===== src/rtl/irq_agg_pkg.sv =====
package irq_agg_pkg;
  // Low address bit picks the register kind inside a bank.
  typedef enum logic {
    REG_STATUS = 1'b0,
    REG_MASK   = 1'b1
  } reg_kind_e;
endpackage


===== src/rtl/irq_reg_decode.sv =====
module irq_reg_decode
  import irq_agg_pkg::*;
#(
  parameter int N_BANKS = 3,
  parameter int ADDR_W  = 3,
  localparam int BIDX_W = (ADDR_W > 1) ? ADDR_W - 1 : 1
) (
  input  logic              bus_sel,
  input  logic              bus_wr,
  input  logic [ADDR_W-1:0] bus_addr,
  output logic [N_BANKS-1:0] stat_rd,
  output logic [N_BANKS-1:0] mask_we,
  output logic              rd_hit,
  output logic              rd_is_mask,
  output logic [BIDX_W-1:0] rd_bank
);
  logic      in_range;
  reg_kind_e kind;

  always_comb begin
    in_range   = int'(bus_addr) < 2 * N_BANKS;
    kind       = reg_kind_e'(bus_addr[0]);
    rd_bank    = BIDX_W'(bus_addr >> 1);
    rd_is_mask = (kind == REG_MASK);
    rd_hit     = bus_sel && !bus_wr && in_range;
    stat_rd    = '0;
    mask_we    = '0;
    if (bus_sel && in_range) begin
      if (bus_wr && kind == REG_MASK)
        mask_we[rd_bank] = 1'b1;
      else if (!bus_wr && kind == REG_STATUS)
        stat_rd[rd_bank] = 1'b1;
    end
  end

  // at most one bank is touched per strobe
  always_comb begin
    assert ($onehot0(stat_rd | mask_we));
  end
endmodule


===== src/rtl/irq_bank.sv =====
module irq_bank #(
  parameter int             BANK_W   = 8,
  parameter logic [BANK_W-1:0] LVL_MASK = '0
) (
  input  logic              clk,
  input  logic              rst,
  input  logic [BANK_W-1:0] src,
  input  logic              clr_rd,
  input  logic              mask_we,
  input  logic [BANK_W-1:0] wdata,
  output logic [BANK_W-1:0] status_o,
  output logic [BANK_W-1:0] mask_o,
  output logic [BANK_W-1:0] pend_o
);
  localparam logic [BANK_W-1:0] EDGE_MASK = ~LVL_MASK;

  logic [BANK_W-1:0] src_q;
  logic [BANK_W-1:0] stat_q;
  logic [BANK_W-1:0] mask_q;
  logic [BANK_W-1:0] rise;

  // capture gated by the enable bit held before this edge
  assign rise = src & ~src_q & mask_q & EDGE_MASK;

  always_ff @(posedge clk) begin
    if (rst) begin
      src_q  <= '0;
      stat_q <= '0;
      mask_q <= '0;
    end else begin
      src_q  <= src;
      if (mask_we) mask_q <= wdata;
      stat_q <= (clr_rd ? '0 : stat_q) | rise;
    end
  end

  assign status_o = stat_q | (src_q & LVL_MASK);
  assign mask_o   = mask_q;
  assign pend_o   = status_o & mask_q;

  // a bit may only become set if its enable was on the cycle before
  p_masked_edge_lost_r5: assert property (@(posedge clk) disable iff (rst)
    1'b1 |=> ((stat_q & ~$past(stat_q) & ~$past(mask_q)) == '0));

  // latched edge bits stay set unless a status read happened
  p_edge_sticky_r4: assert property (@(posedge clk) disable iff (rst)
    !clr_rd |=> ((stat_q & $past(stat_q)) == $past(stat_q)));

  // after a read only freshly rising inputs may remain latched
  p_read_clears_r6: assert property (@(posedge clk) disable iff (rst)
    clr_rd |=> ((stat_q & ~($past(src) & ~$past(src_q))) == '0));

  // level bit mirrors the input one cycle later
  p_level_tracks_r8: assert property (@(posedge clk) disable iff (rst)
    1'b1 |=> ((status_o & LVL_MASK) == ($past(src) & LVL_MASK)));
endmodule


===== src/rtl/irq_combine.sv =====
module irq_combine #(
  parameter int N_SRC = 24
) (
  input  logic             clk,
  input  logic             rst,
  input  logic [N_SRC-1:0] pend,
  output logic             irq_out
);
  always_ff @(posedge clk) begin
    if (rst) irq_out <= 1'b0;
    else     irq_out <= |pend;
  end
endmodule


===== src/rtl/irq_bank_aggregator.sv =====
module irq_bank_aggregator #(
  parameter int N_BANKS   = 3,
  parameter int BANK_W    = 8,
  parameter int LEVEL_SRC = 5,
  localparam int N_SRC  = N_BANKS * BANK_W,
  localparam int ADDR_W = $clog2(2 * N_BANKS),
  localparam int BIDX_W = (ADDR_W > 1) ? ADDR_W - 1 : 1
) (
  input  logic              clk,
  input  logic              rst,
  input  logic [N_SRC-1:0]  irq_in,
  input  logic              bus_sel,
  input  logic              bus_wr,
  input  logic [ADDR_W-1:0] bus_addr,
  input  logic [BANK_W-1:0] bus_wdata,
  output logic [BANK_W-1:0] bus_rdata,
  output logic              irq_out
);
  logic [N_BANKS-1:0] stat_rd;
  logic [N_BANKS-1:0] mask_we;
  logic               rd_hit;
  logic               rd_is_mask;
  logic [BIDX_W-1:0]  rd_bank;
  logic [BANK_W-1:0]  stat_a [N_BANKS];
  logic [BANK_W-1:0]  mask_a [N_BANKS];
  logic [N_SRC-1:0]   pend_flat;
  logic [N_SRC-1:0]   mask_flat;

  irq_reg_decode #(.N_BANKS(N_BANKS), .ADDR_W(ADDR_W)) u_dec (
    .bus_sel    (bus_sel),
    .bus_wr     (bus_wr),
    .bus_addr   (bus_addr),
    .stat_rd    (stat_rd),
    .mask_we    (mask_we),
    .rd_hit     (rd_hit),
    .rd_is_mask (rd_is_mask),
    .rd_bank    (rd_bank)
  );

  for (genvar b = 0; b < N_BANKS; b++) begin : g_bank
    localparam logic [BANK_W-1:0] LM =
      (LEVEL_SRC / BANK_W == b) ? (BANK_W'(1) << (LEVEL_SRC % BANK_W)) : '0;
    logic [BANK_W-1:0] pend_b;
    irq_bank #(.BANK_W(BANK_W), .LVL_MASK(LM)) u_bank (
      .clk      (clk),
      .rst      (rst),
      .src      (irq_in[b*BANK_W +: BANK_W]),
      .clr_rd   (stat_rd[b]),
      .mask_we  (mask_we[b]),
      .wdata    (bus_wdata),
      .status_o (stat_a[b]),
      .mask_o   (mask_a[b]),
      .pend_o   (pend_b)
    );
    assign pend_flat[b*BANK_W +: BANK_W] = pend_b;
    assign mask_flat[b*BANK_W +: BANK_W] = mask_a[b];
  end

  irq_combine #(.N_SRC(N_SRC)) u_comb (
    .clk     (clk),
    .rst     (rst),
    .pend    (pend_flat),
    .irq_out (irq_out)
  );

  always_ff @(posedge clk) begin
    if (rst)
      bus_rdata <= '0;
    else if (bus_sel && !bus_wr)
      bus_rdata <= !rd_hit ? '0 : (rd_is_mask ? mask_a[rd_bank] : stat_a[rd_bank]);
  end

  // with every enable off the line drops on the next cycle
  p_quiet_when_masked_r10: assert property (@(posedge clk) disable iff (rst)
    (mask_flat == '0) |=> !irq_out);
endmodule


===== config.mk =====
export PLATFORM = sky130hd
export DESIGN_NAME = irq_bank_aggregator
export DESIGN_NICKNAME = d
export VERILOG_FILES = /design/src/rtl/irq_agg_pkg.sv /design/src/rtl/irq_reg_decode.sv /design/src/rtl/irq_bank.sv /design/src/rtl/irq_combine.sv /design/src/rtl/irq_bank_aggregator.sv
export SDC_FILE = /design/constraint.sdc
export NUM_CORES = 1
export LEC_CHECK = 0
export BUFFER_PORTS_ARGS = -buffer_cell sky130_fd_sc_hd__buf_2
export CAP_MARGIN = 20
export CORE_MARGIN = 8
export CORE_UTILIZATION = 56
export DETAILED_ROUTE_END_ITERATION = 8
export PLACE_DENSITY = 0.86
export REMOVE_ABC_BUFFERS = 1
export SKIP_CTS_REPAIR_TIMING = 1
export SLEW_MARGIN = 20
export SYNTH_ARGS = -nofsm -noshare
export SYNTH_HDL_FRONTEND = slang
export SYNTH_SLANG_ARGS = --single-unit

===== constraint.sdc =====
create_clock -name clk -period 1.5 [get_ports clk]
set_clock_uncertainty 0.05 [all_clocks]
set_input_delay 0 -clock clk [delete_from_list [all_inputs] [get_ports clk]]
set_output_delay 0 -clock clk [all_outputs]
set_load 0.005 [all_outputs]

Word-level counts from Yosys, hierarchy flattened
Index checks and enable logic that the tools add are counted.
{"block": "word_totals", "register_bits": 81, "input_bits": 39, "out_inout_bits": 9, "word_cells": 59}
{"block": "classes", "magnitude_cmp": 4, "n_bitwise": 18, "n_reduce_logical": 8, "n_mux": 18}
{"cell": "AND 8 bit", "count": 9}
{"cell": "two-way mux 8 bit", "count": 9}
{"cell": "binary-select mux 8 bit (select 2 bit)", "count": 2}
{"cell": "NOT 8 bit", "count": 3}
{"cell": "OR 8 bit", "count": 3}
{"cell": "OR reduction 24 bit", "count": 1}
{"cell": "two-way mux 3 bit", "count": 5}
{"cell": "OR 8 x 6 -> 8 bit", "count": 1}
{"cell": "logical AND 1 bit", "count": 6}
{"cell": "greater-or-equal comparator 3 bit (second input constant)", "count": 1}
{"cell": "less-than comparator 2 x 3 -> 1 bit (second input constant)", "count": 1}
{"cell": "less-than comparator 3 bit (second input constant)", "count": 1}
{"cell": "NOT 2 -> 3 bit", "count": 1}
{"cell": "demux 1 bit (select 2 bit)", "count": 1}
{"cell": "greater-or-equal comparator 2 x 1 -> 1 bit (second input constant)", "count": 1}
{"cell": "zero test 1 bit", "count": 1}
{"cell": "two-way mux 1 bit", "count": 1}
{"cell": "NOT 1 bit", "count": 1}

Logic depth before layout (Yosys ltp)
{"block": "logic_depth", "word_depth": 9, "ltp_mapped": 6, "mapped_depth_nobuf": 3}

Hierarchy
A second synthesis with hierarchy kept.
{"block": "unflattened", "cells_unflattened": 356, "area_unflattened_um2": 3713.6}
{"mod": "irq_bank at g_bank[1].u_bank ...", "cells_per_inst": 83, "seq_area_each_um2": 480.5, "n_inst": 2, "area_each_um2": 934.6}
{"mod": "irq_bank at g_bank[0].u_bank", "cells_per_inst": 80, "seq_area_each_um2": 460.4, "n_inst": 1, "area_each_um2": 839.6}
{"mod": "irq_bank_aggregator", "cells_per_inst": 86, "seq_area_each_um2": 160.2, "n_inst": 1, "area_each_um2": 839.6}
{"mod": "irq_reg_decode", "cells_per_inst": 15, "seq_area_each_um2": 0.0, "n_inst": 1, "area_each_um2": 92.6}
{"mod": "irq_combine", "cells_per_inst": 9, "seq_area_each_um2": 20.0, "n_inst": 1, "area_each_um2": 72.6}

Least setup slack after synthesis
No wires, ideal clock.
{"block": "synth_path", "path_kind": "register -> register", "from": "register g_bank[1].u_bank.stat_q[6]", "to": "register bus_rdata[6]", "setup_slack_ns": 0.218, "required_time_ns": 1.333, "setup_ns": 0.117, "period_less_slack_ns": 1.282, "stages_incl_launch_ff": 4, "t_arrival_ns": 1.114, "path_buffers": 0, "path_cell_list": "dfxtp_1 > mux2_2 > a221o_1 > a32o_1"}
{"block": "synth_via", "elab_chain_cells": 5}
{"element": "from (decl)", "line": "irq_bank.sv:18", "source": "logic [BANK_W-1:0] stat_q;"}
{"element": "from (signal assigned)", "line": "irq_bank.sv:33", "source": "stat_q <= (clr_rd ? '0 : stat_q) | rise;"}
{"element": "binary-select mux 8 bit (select 2 bit)", "line": "irq_bank_aggregator.sv:70", "source": "bus_rdata <= !rd_hit ? '0 : (rd_is_mask ? mask_a[rd_bank] : stat_a[rd_bank]);"}
{"element": "two-way mux 8 bit (not written as such) (2 in a row)", "line": "irq_bank_aggregator.sv:70"}
{"element": "two-way mux 8 bit (2 in a row)", "line": "irq_bank_aggregator.sv:70"}
{"element": "to (signal assigned)", "line": "irq_bank_aggregator.sv:70"}
{"element": "to (decl)", "line": "irq_bank_aggregator.sv:16", "source": "output logic [BANK_W-1:0] bus_rdata,"}
Every way passes these cells. The select of a mux whose other input is x is not followed.
A chain may end at the register's enable or synchronous reset.

Worst setup path after layout
Same ends and word-level chain as after synthesis.

==> impl_results.md <==
* Outcome: finished clean
* Hold WS at roughly 0.037 ns
* Reg clk slew, reported paths at ~0.08 ns
* Crit path capture type: flip-flop
* CTS Buffer Depth at 2
* Vias per cell at 6.27
* Max-cap violations at 0
* RSZ-0062 raised after global routing: no
* Worst Hold Class: primary input to flip-flop
* Area leader, netlist: dfxtp_1
* Routed wire per std cell at 19.6 um
* Post-synth EDFFs at 0
* Initial detailed-routing violation count at around 390
* Cell row count at 28
* Largest net degree at the start of global routing at a little over 70
* Area grow syn2layout at 27.4%
* Fin area at between 4000 and 5000 um2
* Final Slew Violations at 0
* GRT overflow at 0
* Die W at ~94 um
* Leakage at around 1.6 nW
* Cell Pwr Density at about 1100 nW/um2
* Root Buffer: clkbuf_8
* Critical path's slowest cell: dfxtp_1
* Antenna cells at 0
* Top FF cell, synth: dfxtp_1
* Worst-path maximum fanout at 3
* Final setup viols at 0
* Via count at between 3,000 and 4,000
* Synth top area share at 47.6%
* Seq cells post-synth at 80
* Most common cell in the netlist: dfxtp_1
* Synth cell count leaders: dfxtp_1, a21oi_1, o21ai_0
* Crit path cell chain: mux2_2 > a221o_1 > a32o_1
* Drt first pass iters at 5
* Post-DP HPWL at 6.34 mm
* Largest cells by area after synthesis: dfxtp_1, a21oi_1, o21ai_0, nand3b_1, nor2b_1
* GP Congestion at a little under 0.9
* Synth cell types at 31
* Die Height at roughly 94 um
* Final #Nets at around 470
* Post-Route WL at around 10 mm
* Final Hold Vio Count at 0
* Slew HR at a little over half
* Worst-skew pair later-pin latency at about 0.36 ns
* ANT nets after route at 0
* Fmax at around 720 MHz
* I/O Buffers at 47
* Synth warnings at 0
* Placement-stage cell area at 3720 um2
* # DRC at 0
* Gr usage total at a little over a fifth
* Clock buffer count from CTS at 9
* Vias in the first global route at 3,071
* Starting density of the core at a little under three fifths
* CORE AREA at between 5000 and 6000 um2
* Sum Neg Setup Slack at 0 ns
* CP arrival at 1.59 ns
* Mapped Area at 3370 um2
* Share of layout cells above drive strength 1 at approximately a fifth
* Sequential share of the synthesized area at between 40% and 50%
* FFs w/ async S/R, synth at 0%
* Worst slew pin tran at approximately 0.71 ns
* Peak supply drop at 0.000963 V
* CTS Sinks at 80
* First-pass GRT wire length at 15.1 mm
* Final Cycle Share at slightly above 90%
* Worst setup SP type: flip-flop
* Worst EP required at about 1.7 ns
* CTS tree: built
* Final min period at roughly 1.4 ns
* Ports at 48
* Max stage delay on crit path at 0.35 ns
* H-Tree Depth at 3
* CP Class: flip-flop to flip-flop
* Antenna violations before repair at 0
* Die ar. at 8750 um2
* Avg Inst Size Synth at 9.53 um2
* Cells after Synth at approximately 350
==> worst paths after layout <==
path / start / end / slack [ns] / cells past startpoint
setup / recovery: g_bank[1].u_bank.status_o[6] / bus_rdata[6] / 0.11 / 3
hold reg to reg: bus_rdata[4] / bus_rdata[4] / 0.44 / 1
hold / removal: bus_addr[0] / bus_rdata[6] / 0.04 / 3
setup reg to reg: g_bank[1].u_bank.status_o[6] / bus_rdata[6] / 0.11 / 3
==> state kept, by name, indices dropped and copies added, names as in the netlist <==
signal	cells
g_bank.u_bank.mask_o	24
g_bank.u_bank.src_q	24
g_bank.u_bank.status_o	16
bus_rdata	8
g_bank.u_bank.stat_q	7
u_comb.irq_out	1
==> per-stage QoR <==
| step | util [%] | power [W] | cells | setup WS, ns |
|---|---|---|---|---|
| after CTS | 67.7 | 0.00448 | 480 | 0.146 |
| after floorplan | - | 0.00238 | 325 | 0.218 |
| final | 73.3 | 0.00455 | 513 | 0.109 |
| after detailed placement | 63.5 | 0.00260 | 465 | 0.112 |
| after global routing | 73.3 | 0.00469 | 513 | 0.0838 |
| after global placement | 63.5 | 0.00259 | 465 | 0.137 |
==> where the power goes <==
| part | switching (W) | internal [W] |
|---|---|---|
| Combinational | 0.000228 | 0.000206 |
| Sequential | 0.0000252 | 0.00217 |
| Clock | 0.000775 | 0.00114 |
| Total | 0.00103 | 0.00352 |
==> placed cells by master, fill, tap and decap left out, drive strengths merged <==
cell type / netlist / final
nand2: 1 / 1
o21a: 1 / 1
a2111oi: 1 / 1
bufinv: 0 / 3
a221o: 8 / 8
clkbuf: 20 / 10
and3b: 2 / 2
or3b: 1 / 1
dlygate4sd3: 0 / 33
nand4: 3 / 3
mux2: 8 / 8
dfxtp: 80 / 80
a21oi: 47 / 47
clkinvlp: 0 / 2
nand2b: 1 / 1
a32o: 8 / 8
nor2b: 25 / 25
nand3b: 25 / 25
o221ai: 8 / 8
nand3: 24 / 24
nor3b: 1 / 1
o21ai: 47 / 47
o31a: 1 / 1
buf: 8 / 65
inv: 11 / 11
mux2i: 8 / 8
and2: 1 / 1
or2: 1 / 1
a22oi: 12 / 12
==> cell families after synthesis <==
logic type             after synthesis  share of synthesized area (%)
AO/OA/AOI/OAI                      133                           24.8
buffers and inverters               39                           4.98
flip-flops                          80                           47.6
multiplexers                        16                           5.73
AND/OR/NAND/NOR                     85                           16.9
==> final cells by class <==
cell class | count | area (um2)
clock buffer | 10 | 138
clock inverter | 5 | 105
fill | 407 | 1560
inverter | 11 | 41.3
multi-input combinational | 234 | 1600
sequential | 80 | 1600
tap | 75 | 93.8
timing repair buffer | 98 | 713
==> worst max-delay path, delay by kind of cell, from the launching register on <==
family | cells | cell delay (ns)
AO/OA/AOI/OAI | 2 | 0.60
flip-flops | 1 | 0.35
multiplexers | 1 | 0.29
==> layer usage <==
metal | part of all wire (%) | wire (um) | global-route usage (%)
met3 | 8.1 | 816 | 6.65
met4 | 3.0 | 305 | 8.99
met5 | 0 | 0 | 0
met1 | 41 | 4090 | 26.1
met2 | 48 | 4850 | 35.8
No activity file was read; power rests on OpenSTA's default activity.
